==> config.mk <==
export PLATFORM = sky130hd
export DESIGN_NAME = spi_irq_hub
export DESIGN_NICKNAME = d
export VERILOG_FILES = /design/src/rtl/spi_irq_pkg.sv /design/src/rtl/spi_irq_timeout.sv /design/src/rtl/spi_irq_flags.sv /design/src/rtl/spi_irq_regs.sv /design/src/rtl/spi_irq_hub.sv
export SDC_FILE = /design/constraint.sdc
export NUM_CORES = 1
export LEC_CHECK = 0
export BUFFER_PORTS_ARGS = -buffer_cell sky130_fd_sc_hd__buf_2
export CAP_MARGIN = 25
export CELL_PAD_IN_SITES_DETAIL_PLACEMENT = 0
export CELL_PAD_IN_SITES_GLOBAL_PLACEMENT = 2
export CORE_MARGIN = 3
export CORE_UTILIZATION = 22
export CTS_CLUSTER_DIAMETER = 100
export CTS_CLUSTER_SIZE = 16
export DETAILED_ROUTE_END_ITERATION = 10
export PLACE_DENSITY = 0.86
export SLEW_MARGIN = 25
export SYNTH_ARGS = -nofsm -noshare
export SYNTH_HDL_FRONTEND = slang
export SYNTH_SLANG_ARGS = --single-unit
==> constraint.sdc <==
create_clock -name clk -period 2.38 [get_ports clk]
set_clock_uncertainty 0.1 [all_clocks]
set_input_delay 0.119 -clock clk [delete_from_list [all_inputs] [get_ports clk]]
set_output_delay 0.119 -clock clk [all_outputs]
set_load 0.01 [all_outputs]
==> src/rtl/spi_irq_pkg.sv <==
package spi_irq_pkg;
  localparam int NUM_SRC   = 6;
  localparam int B_OVF     = 0;
  localparam int B_TMO     = 1;
  localparam int B_RXTH    = 2;
  localparam int B_TXTH    = 3;
  localparam int B_DHALF   = 4;
  localparam int B_DDONE   = 5;

  localparam logic [1:0] A_ENABLE = 2'd0;
  localparam logic [1:0] A_RAW    = 2'd1;
  localparam logic [1:0] A_CLEAR  = 2'd2;

  typedef logic [NUM_SRC-1:0] src_vec_t;
endpackage

==> src/rtl/spi_irq_timeout.sv <==
module spi_irq_timeout #(
  parameter int LVL_W     = 4,
  parameter int TO_CYCLES = 32
) (
  input  logic             clk,
  input  logic             rst_n,
  input  logic [LVL_W-1:0] rx_level,
  input  logic             rx_pop,
  input  logic             rx_frame_done,
  output logic             to_evt
);
  localparam int CNT_W = (TO_CYCLES > 1) ? $clog2(TO_CYCLES) : 1;
  localparam logic [CNT_W-1:0] LAST = CNT_W'(TO_CYCLES - 1);

  logic [CNT_W-1:0] cnt_q, cnt_d;
  logic             fired_q, fired_d;
  logic             restart, cnt_en, fired_en;

  always_comb begin
    restart  = (rx_level == '0) | rx_pop | rx_frame_done;
    to_evt   = !restart && !fired_q && (cnt_q == LAST);
    cnt_en   = restart | (!fired_q && (cnt_q != LAST));
    cnt_d    = restart ? '0 : cnt_q + 1'b1;
    fired_en = restart | to_evt;
    fired_d  = !restart;
  end

  always_ff @(posedge clk or negedge rst_n) begin
    if (!rst_n) begin
      cnt_q   <= '0;
      fired_q <= 1'b0;
    end else begin
      if (cnt_en)   cnt_q   <= cnt_d;
      if (fired_en) fired_q <= fired_d;
    end
  end

  // one event per idle period
  assert_single_fire_R5: assert property (@(posedge clk) disable iff (!rst_n)
    to_evt |=> !to_evt);
  // an event needs a non-empty FIFO on the previous cycle as well
  assert_needs_data_R4: assert property (@(posedge clk) disable iff (!rst_n)
    to_evt |-> ($past(rx_level) != '0));
endmodule

==> src/rtl/spi_irq_flags.sv <==
module spi_irq_flags
  import spi_irq_pkg::*;
(
  input  logic     clk,
  input  logic     rst_n,
  input  src_vec_t ev,
  input  src_vec_t clr,
  output src_vec_t raw
);
  src_vec_t raw_d, raw_en;

  for (genvar i = 0; i < NUM_SRC; i++) begin : g_bit
    assign raw_d[i]  = ev[i] | (raw[i] & ~clr[i]);
    assign raw_en[i] = ev[i] | clr[i];

    // sticky until cleared
    assert_hold_R6: assert property (@(posedge clk) disable iff (!rst_n)
      (raw[i] && !clr[i]) |=> raw[i]);
    // set beats clear
    assert_set_wins_R7: assert property (@(posedge clk) disable iff (!rst_n)
      ev[i] |=> raw[i]);
  end

  always_ff @(posedge clk or negedge rst_n) begin
    if (!rst_n) begin
      raw <= '0;
    end else begin
      for (int i = 0; i < NUM_SRC; i++)
        if (raw_en[i]) raw[i] <= raw_d[i];
    end
  end
endmodule

==> src/rtl/spi_irq_regs.sv <==
module spi_irq_regs
  import spi_irq_pkg::*;
(
  input  logic        clk,
  input  logic        rst_n,
  input  logic        reg_we,
  input  logic [1:0]  reg_addr,
  input  logic [31:0] reg_wdata,
  input  src_vec_t    raw,
  output src_vec_t    en,
  output src_vec_t    clr,
  output logic [31:0] reg_rdata
);
  logic en_we;

  always_comb begin
    en_we     = reg_we && (reg_addr == A_ENABLE);
    clr       = (reg_we && (reg_addr == A_CLEAR)) ? reg_wdata[NUM_SRC-1:0] : '0;
    reg_rdata = '0;
    case (reg_addr)
      A_ENABLE: reg_rdata[NUM_SRC-1:0] = en;
      A_RAW:    reg_rdata[NUM_SRC-1:0] = raw;
      default:  reg_rdata = '0;
    endcase
  end

  always_ff @(posedge clk or negedge rst_n) begin
    if (!rst_n)     en <= '0;
    else if (en_we) en <= reg_wdata[NUM_SRC-1:0];
  end

  // upper bits never carry data
  assert_upper_zero_R2: assert property (@(posedge clk) disable iff (!rst_n)
    reg_rdata[31:NUM_SRC] == '0);
  // the clear word is write-only
  assert_clear_reads_zero_R6: assert property (@(posedge clk) disable iff (!rst_n)
    (reg_addr == A_CLEAR) |-> (reg_rdata == '0));
endmodule

==> src/rtl/spi_irq_hub.sv <==
module spi_irq_hub
  import spi_irq_pkg::*;
#(
  parameter int FIFO_DEPTH = 8,
  parameter int TO_CYCLES  = 32,
  parameter bit HAS_DMA    = 1'b1,
  parameter int LVL_W      = $clog2(FIFO_DEPTH + 1)
) (
  input  logic             clk,
  input  logic             rst_n,
  input  logic [LVL_W-1:0] rx_level,
  input  logic             rx_pop,
  input  logic             rx_frame_done,
  input  logic [LVL_W-1:0] tx_level,
  input  logic [LVL_W-1:0] rx_thr,
  input  logic [LVL_W-1:0] tx_thr,
  input  logic             dma_half,
  input  logic             dma_done,
  input  logic             reg_we,
  input  logic [1:0]       reg_addr,
  input  logic [31:0]      reg_wdata,
  output logic [31:0]      reg_rdata,
  output logic             rx_push,
  output logic             rx_overwrite,
  output logic             irq
);
  localparam logic [LVL_W-1:0] FULL_LVL = LVL_W'(FIFO_DEPTH);

  src_vec_t ev, raw, en, clr;
  logic     rx_full, to_evt;

  assign rx_full      = (rx_level == FULL_LVL);
  assign rx_push      = rx_frame_done & ~rx_full;
  assign rx_overwrite = rx_frame_done &  rx_full;

  assign ev[B_OVF]  = rx_overwrite;
  assign ev[B_TMO]  = to_evt;
  assign ev[B_RXTH] = (rx_level >= rx_thr);
  assign ev[B_TXTH] = (tx_level <= tx_thr);

  if (HAS_DMA) begin : g_dma
    assign ev[B_DHALF] = dma_half;
    assign ev[B_DDONE] = dma_done;
  end else begin : g_no_dma
    logic unused_dma;
    assign unused_dma  = dma_half ^ dma_done;
    assign ev[B_DHALF] = 1'b0;
    assign ev[B_DDONE] = 1'b0;
    // DMA bits are tied off
    assert_dma_off_R10: assert property (@(posedge clk) disable iff (!rst_n)
      raw[B_DDONE:B_DHALF] == '0);
  end

  assign irq = |(raw & en);

  spi_irq_timeout #(.LVL_W(LVL_W), .TO_CYCLES(TO_CYCLES)) u_tmo (
    .clk(clk), .rst_n(rst_n), .rx_level(rx_level), .rx_pop(rx_pop),
    .rx_frame_done(rx_frame_done), .to_evt(to_evt));

  spi_irq_flags u_flags (
    .clk(clk), .rst_n(rst_n), .ev(ev), .clr(clr), .raw(raw));

  spi_irq_regs u_regs (
    .clk(clk), .rst_n(rst_n), .reg_we(reg_we), .reg_addr(reg_addr),
    .reg_wdata(reg_wdata), .raw(raw), .en(en), .clr(clr), .reg_rdata(reg_rdata));

  // a frame goes to exactly one of push or overwrite
  assert_one_store_R8: assert property (@(posedge clk) disable iff (!rst_n)
    !(rx_push && rx_overwrite));
  // an overwrite leaves the overflow flag set
  assert_no_overflow_R8: assert property (@(posedge clk) disable iff (!rst_n)
    rx_overwrite |=> raw[B_OVF]);
  // an interrupt needs at least one enable
  assert_irq_enabled_R2: assert property (@(posedge clk) disable iff (!rst_n)
    irq |-> ($countones(en) > 0));
endmodule

# Yosys cells after proc, flatten, opt, wreduce, memory -nomap -nowiden
# Cells that the tools add are included.
[word_totals]
reg_bits = 18
output_inout_bits = 35
wordCells = 62
[classes]
addsub = 1
order_cmp = 2
n_eq_ne = 5
muxes = 3
n_bitwise = 32
reduce_logical = 10
[op_table]
columns = ["cell", "count"]
rows = [
  ["1-bit bitwise OR", 16],
  ["6-bit case mux with 2 select lines", 1],
  ["1-bit bitwise AND", 8],
  ["1-bit NOT", 7],
  ["6-bit bitwise AND", 1],
  ["6-bit 2-to-1 mux", 1],
  ["6-bit OR reduction", 1],
  ["5-bit by 1-bit adder with 5-bit output, second input constant", 1],
  ["5-bit == test, second input constant", 1],
  ["1-bit logical AND", 5],
  ["5-bit 2-to-1 mux", 1],
  ["5-bit != test, second input constant", 1],
  ["4-bit == test, second input constant", 1],
  ["4-bit >= comparator", 1],
  ["4-bit less-or-equal comparator", 1],
  ["4-bit zero test", 1],
  ["2-bit by 1-bit == test with 1-bit output, second input constant", 1],
  ["2-bit == test, second input constant", 1],
  ["1-bit zero test", 2],
  ["2-bit zero test", 1],
]

# Logic depth before layout (Yosys ltp)
# Gate-level depths: netlist of run 1.
[depth]
word_depth = 7
mapped_depth = 6

# By module
# A second synthesis of run 1 with hierarchy kept.
[hier_totals]
hier_cells = 143
area_unflattened_um2 = 1358.8
[modules_own_cells]
columns = ["module", "instances", "cells_each", "area_each_um2"]
rows = [
  ["spi_irq_regs", 1, 61, 586.8],
  ["spi_irq_timeout", 1, 29, 312.8],
  ["spi_irq_hub", 1, 35, 241.5],
  ["spi_irq_flags", 1, 18, 217.7],
]

# Least setup slack after synthesis of run 1
# Ideal clock, no wire load.
[synth_path]
path_kind = "register to register"
from = "register u_tmo.cnt_q[0]"
to = "register u_tmo.cnt_q[3]"
setup_time_ns = 0.078
arrival_ns = 1.574
t_required_ns = 2.202
slack_ns = 0.629
path_stages_with_launch = 6
path_buffers = 0
period_less_slack_ns = 1.751
cell_sequence = "dfrtp_1 ha_1 and3_1 ha_1 or4_1 a21oi_1"
[synth_via]
elab_chain_cells = 3
elab_cells_between_ends = 5
classes_between = "1 x add/sub; 1 x eq/ne; 1 x mux; 1 x bitwise; 1 x reduce/logical"
[synth_rtl]
columns = ["item", "line", "text"]
rows = [
  ["start: declaration", "spi_irq_timeout.sv:15", "logic [CNT_W-1:0] cnt_q, cnt_d;"],
  ["start signal: assignment", "spi_irq_timeout.sv:33", "if (cnt_en) cnt_q <= cnt_d;"],
  ["parallel branches: the longest is 3 deep, another holds 5-bit by 1-bit adder with 5-bit output", "--", ""],
]
# Several ways; the timed one is not identified.
# A chain may end at the register's enable or synchronous reset.

# Worst setup path after layout of run 1
# Same ends and word-level chain as after synthesis.

==> flow_summary_export.csv, run 1 <==
group,metric,value,unit
cts,clockBufferDepth,2,
floorplan,die_area,6880,sq um
floorplan,die_x,82.9,um
synthesis,ys_ff_latch,18,
setup_path,cp_max_fo,7,
setup_path,critical_path_required,2.46,ns
min_path,holdCritPathClass,"in -> reg",
synthesis,avgSynthCellArea,9.58,sq um
cells_and_area,diodes,0,
cts,cts_made_buffers,3,
setup_path,rr_worst_depth,5,
placement,gp_routability_congestion,0.717,
global_routing,grt_usage,7.34,%
outcome,status,"completed",
cts,cts_resized,0,
setup_path,slowest_stage,"or4_1",
detailed_routing,routed_wl,2580,um
cells_and_area,fillers,630,
setup_path,end_kind,"register",
cts,clk_latency,0.25,ns
power_and_ir_drop,power.leakage,0.000815,uW
global_routing,grt_pass1_vias,878,
global_routing,antenna_found_initial,0,
setup_path,r2r-start,"u_tmo.cnt_q[0]",
floorplan,ios,92,
sta,tns,0,ns
detailed_routing,wl_per_cell,10.3,um
sta,drv_slew,0,
synthesis,synth_top_family_by_area,"buffers and inverters",
placement,portBuffers,39,
floorplan,fp.dieH,82.9,um
setup_path,cp-start-kind,"register",
synthesis,synth-main-ff-cell,"dfrtp_1",
cts,clk_pin_slew,0.07,ns
run,drv_cap,0,
synthesis,synthesis.instances,136,
detailed_routing,dr.max_layer_used,"met4",
synthesis,yosysMostFrequentCell,"buf_4",
setup_path,critPathArrivalTime,1.94,ns
sta,hold_viol_final,0,
sta,period_minus_slack,1.86,ns
synthesis,synth_compound_gate_area_share,11.4,%
synthesis,yosys_warnings,0,
synthesis,synthMuxAreaShare,9.80,%
global_routing,grt_pass1_wl,4130,um
sta,max_freq,537,MHz
detailed_routing,wl_met1,1120,um
synthesis,synthTopCellsByArea,"dfrtp_1, buf_4, ha_1, mux2_2, mux2i_1",
synthesis,synthAdderAreaFrac,9.61,%
global_routing,grt_overflow,0,
synthesis,syn_area,1300,sq um
min_path,holdPathStages,2,
placement,dpl.hpwl,2190,um
floorplan,core_area,5610,sq um
power_and_ir_drop,ir_worst_vdd,0.183,mV
sta,holdWs,0.00986,ns
power_and_ir_drop,power.density,501,nW/um^2
setup_path,r2r_end,"u_tmo.cnt_q[3]",
placement,dpl_cell_area,1460,sq um
synthesis,yosys-top-cells-count,"buf_4, dfrtp_1",
setup_path,critical_path_class,"reg -> reg",
cts,clockRootBuffer,"clkbuf_8",
detailed_routing,drt_first_pass_iters,4,
setup_path,crit_top_cell,"ha_1",
synthesis,synth_edf_count,0,
detailed_routing,drc,0,
synthesis,yosys.area_share.simple,13.4,%
detailed_routing,via_per_inst,3.86,
setup_path,r2r_slack,0.52,ns
detailed_routing,dr_wl_met3,242,um
cts,cts.sinks,18,
detailed_routing,drt_iter0_drc,51,
sta,rsz0062_at_grt,"false",
global_routing,grt_start_max_net_pins,19,
synthesis,synth_xor_area_share,1.34,%
synthesis,netlist.area_leader.share,34.6,%
sta,setup-violations-final,0,
sta,timing.final.crit_share,78.2,%
cts,cts.htree.levels,1,
synthesis,yosysSeqAreaShare,34.6,%
floorplan,rows,27,
setup_path,crit_chain,"ha_1 -> and3_1 -> ha_1 -> or4_1 -> a21oi_1",
synthesis,async_flop_share,100,%
cts,cts_tree,"yes",
cells_and_area,ff_latch_area,450,sq um
detailed_routing,ant_nets,0,
detailed_routing,met2_length,1160,um
synthesis,synth_area_leader_cell,"dfrtp_1",
floorplan,initial_core_util,23.2,%
cells_and_area,design_area,1550,sq um
min_path,hp-start,"reg_wdata[1]",
cells_and_area,multi_input_area,691,sq um
synthesis,synth.distinct_cells,31,
cells_and_area,final_layout_size_suffix_gt1_share,28.5,%
cells_and_area,layout.nets,247,
setup_path,slowest_delay,0.48,ns
detailed_routing,vias,968,
cells_and_area,syn2layout_area_growth,18.9,%
min_path,holdPathEnd,"u_regs.en[1]",
## report_power, final
| group | switching (uW) | leakage [uW] | internal [uW] |
|---|---|---|---|
| sequential | 20.7 | 0.000217 | 333 |
| clock | 102 | 0.0000288 | 147 |
| combinational | 89.9 | 0.000570 | 83.6 |
| total | 213 | 0.000815 | 564 |
## timing repair
action / in CTS / in global routing
hold endpoints to repair: 20 / 0
setup endpoints to repair: 0 / 0
hold buffers: 3 / 0
buffers inserted: 0 / 0
## area by class of cell
type / count / area share [%]
timing repair buffer: 42 / 14.5
sequential: 18 / 29.1
multi-input combinational: 105 / 44.6
inverter: 10 / 2.42
clock buffer: 4 / 3.55
tap: 72 / 5.82
## sequential cells by signal, summed over array words and instances, names as in the netlist
| register | count |
|---|---|
| u_tmo.cnt_q | 5 |
| u_flags.raw | 6 |
| u_tmo.fired_q | 1 |
| u_regs.en | 6 |
## kinds of logic (layout without fill, tap and decap cells)
logic type,Yosys count,after routing
AO/OA/AOI/OAI,22,22
XOR/XNOR,2,2
adder cells (fa/ha/maj),10,10
buffers and inverters,38,56
flip-flops,18,18
multiplexers,12,12
other,1,26
AND/OR/NAND/NOR,33,33
## critical path, delay by kind of cell (launching register included)
| family | cells | cell delay [ns] |
|---|---|---|
| compound gates | 1 | 0.16 |
| fa+ha+maj | 2 | 0.46 |
| flops | 1 | 0.41 |
| simple gates | 2 | 0.66 |
## how the worst max path moves through the flow
stage | from | end | slack, ns | cells past startpoint
finish | u_tmo.cnt_q[0] | u_tmo.cnt_q[3] | 0.52 | 5
global route | u_tmo.cnt_q[0] | u_tmo.cnt_q[3] | 0.41 | 5
CTS | u_tmo.cnt_q[0] | u_tmo.cnt_q[3] | 0.50 | 5
detailed placement | u_tmo.cnt_q[0] | u_tmo.cnt_q[3] | 0.54 | 5
global placement | u_tmo.cnt_q[0] | u_tmo.cnt_q[3] | 0.55 | 5
floorplan | u_tmo.cnt_q[0] | u_tmo.cnt_q[3] | 0.63 | 5
## cells in the final DEF (no fill, tap or decap), drive strengths merged, types with 2 or more instances in the layout
master,n
clkbuf,4
mux2i,6
xnor2,2
mux2,6
nor2,10
and3,2
nand2b,2
nor3b,2
ha,10
a22oi,3
dfrtp,18
a21o,4
o21ai,4
inv,10
dlygate4sd3,3
a21oi,5
nand2,10
nand3,2
conb,26
buf,39
## per-layer routing
metal  up-vias  GRT usage [%]
met5         -              0
met4         0           4.46
met3         4           2.18
met2        38           10.6
met1       428           9.52
li1        498              -
## through the flow
stage	utilization, %	std cells	power [uW]	setup WS (ns)
6_report	27.6	251	777	0.519
5_1_grt	27.6	251	829	0.405
4_1_cts	27.6	251	788	0.502
3_5_place_dp	26.1	244	533	0.536
3_3_place_gp	26.1	244	532	0.546
2_1_floorplan	-	161	500	0.629
(Power assumes the default switching activity.)
==> run 2: changes to the inputs <==
ABC_AREA = 1   (was default)
CORE_UTILIZATION = 18   (was 22)
PLACE_DENSITY = 0.79   (was 0.86)
clock period = 1.7 ns   (was 2.38 ns; I/O delays follow)
==> run 2 against run 1 <==
Combinational power increased by 51%; sequential share of layout area shrank 3.1 points; critical path type unchanged; clock power rose by 40%; largest cell class unchanged; highest routed layer is now met3; critical path depth grew 2; non-clock buffer count increased by 6.
==> flow_summary_export.csv, run 2 <==
group,metric,value,unit
cts,clk_latency,0.25,ns
floorplan,die_x,93.3,um
cells_and_area,layout_common_cells,"nand2_1, buf_2, inv_1, conb_1, dfrtp_1",
sta,hold_viol_final,0,
synthesis,netlist.area_leader.share,32.8,%
global_routing,grt_usage,7.15,%
setup_path,r2r-start,"u_tmo.cnt_q[0]",
cells_and_area,layout_commonest_cell,"nand2_1",
synthesis,synthTopCellsByArea,"dfrtp_1, buf_4, nand2_1, ha_1, inv_1",
floorplan,initial_core_util,18.7,%
detailed_routing,drc,0,
setup_path,rr_worst_depth,7,
cells_and_area,fin_util,23.6,%
floorplan,rows,31,
placement,gp_routability_congestion,0.766,
detailed_routing,via_per_inst,3.53,
global_routing,antenna_found_initial,0,
setup_path,cp-start-kind,"register",
cts,clk_pin_slew,0.07,ns
setup_path,cp_num_cells,7,
min_path,holdCritPathClass,"in -> reg",
floorplan,ios,92,
sta,setup-violations-final,0,
synthesis,yosysSeqAreaShare,32.8,%
outcome,status,"completed",
synthesis,syn_area,1370,sq um
placement,portBuffers,39,
cells_and_area,diodes,0,
power_and_ir_drop,power.leakage,0.00100,uW
cts,cts.htree.levels,1,
cts,cts_tree,"yes",
synthesis,avgSynthCellArea,7.37,sq um
global_routing,grt_pass1_wl,4910,um
cts,cts.sinks,18,
power_and_ir_drop,power,1090,uW
sta,holdWs,0.00702,ns
cts,cts_made_buffers,3,
setup_path,r2r_end,"u_tmo.cnt_q[0]",
setup_path,critical_path_class,"reg -> reg",
setup_path,crit_top_cell,"ha_2",
detailed_routing,routed_wl,3070,um
run,drv_cap,0,
cells_and_area,final_layout_size_suffix_gt1_share,23.7,%
setup_path,crit_chain,"ha_2 -> and3_1 -> ha_2 -> nor2_4 -> buf_6 -> xor2_1 -> nor2_1",
synthesis,yosys-top-cells-count,"nand2_1, inv_1, buf_4, dfrtp_1",
setup_path,critical_path_required,1.74,ns
cts,clockBufferDepth,2,
synthesis,synthesis.instances,186,
power_and_ir_drop,ir_worst_vdd,0.319,mV
global_routing,grt_pass1_vias,1117,
synthesis,synth_edf_count,0,
setup_path,end_kind,"register",
detailed_routing,vias,1184,
synthesis,async_flop_share,100,%
sta,period_minus_slack,1.63,ns
setup_path,critPathBufInv,1,
setup_path,worstSetupEndpoint,"u_tmo.cnt_q[0]",
setup_path,slowest_delay,0.39,ns
power_and_ir_drop,power.density,631,nW/um^2
global_routing,grt_start_max_net_pins,19,
sta,max_freq,613,MHz
detailed_routing,ant_nets,0,
detailed_routing,wl_per_cell,9.16,um
sta,drv_slew,0,
synthesis,yosysMostFrequentCell,"nand2_1",
placement,dpl.hpwl,2490,um
synthesis,synth.distinct_cells,22,
floorplan,core_area,7330,sq um
synthesis,yosys_warnings,0,
setup_path,cp_max_fo,5,
synthesis,ys_ff_latch,18,
floorplan,die_area,8700,sq um
synthesis,synth-main-ff-cell,"dfrtp_1",
setup_path,slowest_stage,"dfrtp_1",
setup_path,crit_start,"u_tmo.cnt_q[0]",
cells_and_area,layout.nets,304,
min_path,holdPathStages,3,
detailed_routing,drt_iter0_drc,37,
cells_and_area,top_regs,"u_flags.raw x6, u_regs.en x6, u_tmo.cnt_q x5",
setup_path,crit_family,"flip-flops",
synthesis,synth_area_leader_cell,"dfrtp_1",
cells_and_area,syn2layout_area_growth,26.4,%
detailed_routing,drt_first_pass_iters,4,
sta,timing.final.crit_share,95.9,%
cts,postCtsSetupBuffers,0,
global_routing,grt_overflow,0,
cts,clockRootBuffer,"clkbuf_8",
setup_path,critPathArrivalTime,1.67,ns
setup_path,r2r_slack,0.07,ns
floorplan,fp.dieH,93.3,um
sta,tns,0,ns
-- run 2: cell count changes after synthesis, moves of 6 or more --
cell | before | now
mux2_2 | 6 | 0
inv_1 | 10 | 32
nand2_1 | 10 | 44
mux2i_1 | 6 | 0
nand3_1 | 2 | 12
-- run 2: cells by family after synthesis --
family	synth area share, %
flip-flops	32.8
buffers and inverters	23.8
adder cells (fa/ha/maj)	9.12
other	0.273
AND/OR/NAND/NOR	23.7
XOR/XNOR	0.639
AO/OA/AOI/OAI	9.58
-- run 2: what timing repair did --
item,in CTS,in global routing
hold buffers,6,0
endpoints found under the hold margin,23,0
endpoints found under the setup margin,0,4
gates resized for setup,0,5
-- run 2: how the worst min path moves through the flow --
stage | to | start | slack (ns)
final | u_regs.en[5] | reg_wdata[5] | 0.007
after global routing | u_regs.en[5] | reg_wdata[5] | 0.02
after CTS | u_regs.en[5] | reg_wdata[5] | 0.003
after detailed placement | u_flags.raw[3] | rst_n | -0.06
after global placement | u_regs.en[3] | rst_n | -0.05
after floorplan | u_flags.raw[0] | rst_n | -0.31
-- run 2: power by group --
group / internal, uW / total (uW) / switching, uW
clock network: 206 / 348 / 143
logic: 105 / 263 / 158
registers: 462 / 483 / 21.0
total: 772 / 1090 / 322
-- run 2: area by class of cell --
cell class                 instances  area, sq um
clock buffer                       4         55.1
fill                             830         5600
inverter                          32          120
multi-input combinational        134          698
sequential                        18          450
tap                               99          124
timing repair buffer              48          285
-- run 2: through the flow --
| stage | instance area [sq um] | std cells | setup slack, ns |
|---|---|---|---|
| floorplan | 1470 | 211 | 0.106 |
| global placement | 1600 | 325 | 0.0502 |
| detailed placement | 1600 | 325 | 0.0618 |
| CTS | 1720 | 335 | 0.0380 |
| global route | 1730 | 335 | -0.00364 |
| finish | 1730 | 335 | 0.0691 |
-- run 2: tightest hold or removal path: cells and delay by family --
| family | cells | cell delay, ns |
|---|---|---|
| AOI/OAI and AO/OA | 1 | 0.06 |
| buffers and inverters | 2 | 0.18 |
-- run 2: layer usage --
metal | part of all wire, % | wire (um) | global-route usage [%] | vias to the layer above
li1 | - | - | - | 630
met5 | 0 | 0 | 0 | -
met1 | 43 | 1320 | 9.10 | 514
met2 | 49 | 1490 | 11.6 | 40
met3 | 8.6 | 263 | 2.41 | 0
met4 | 0 | 0 | 1.83 | 0
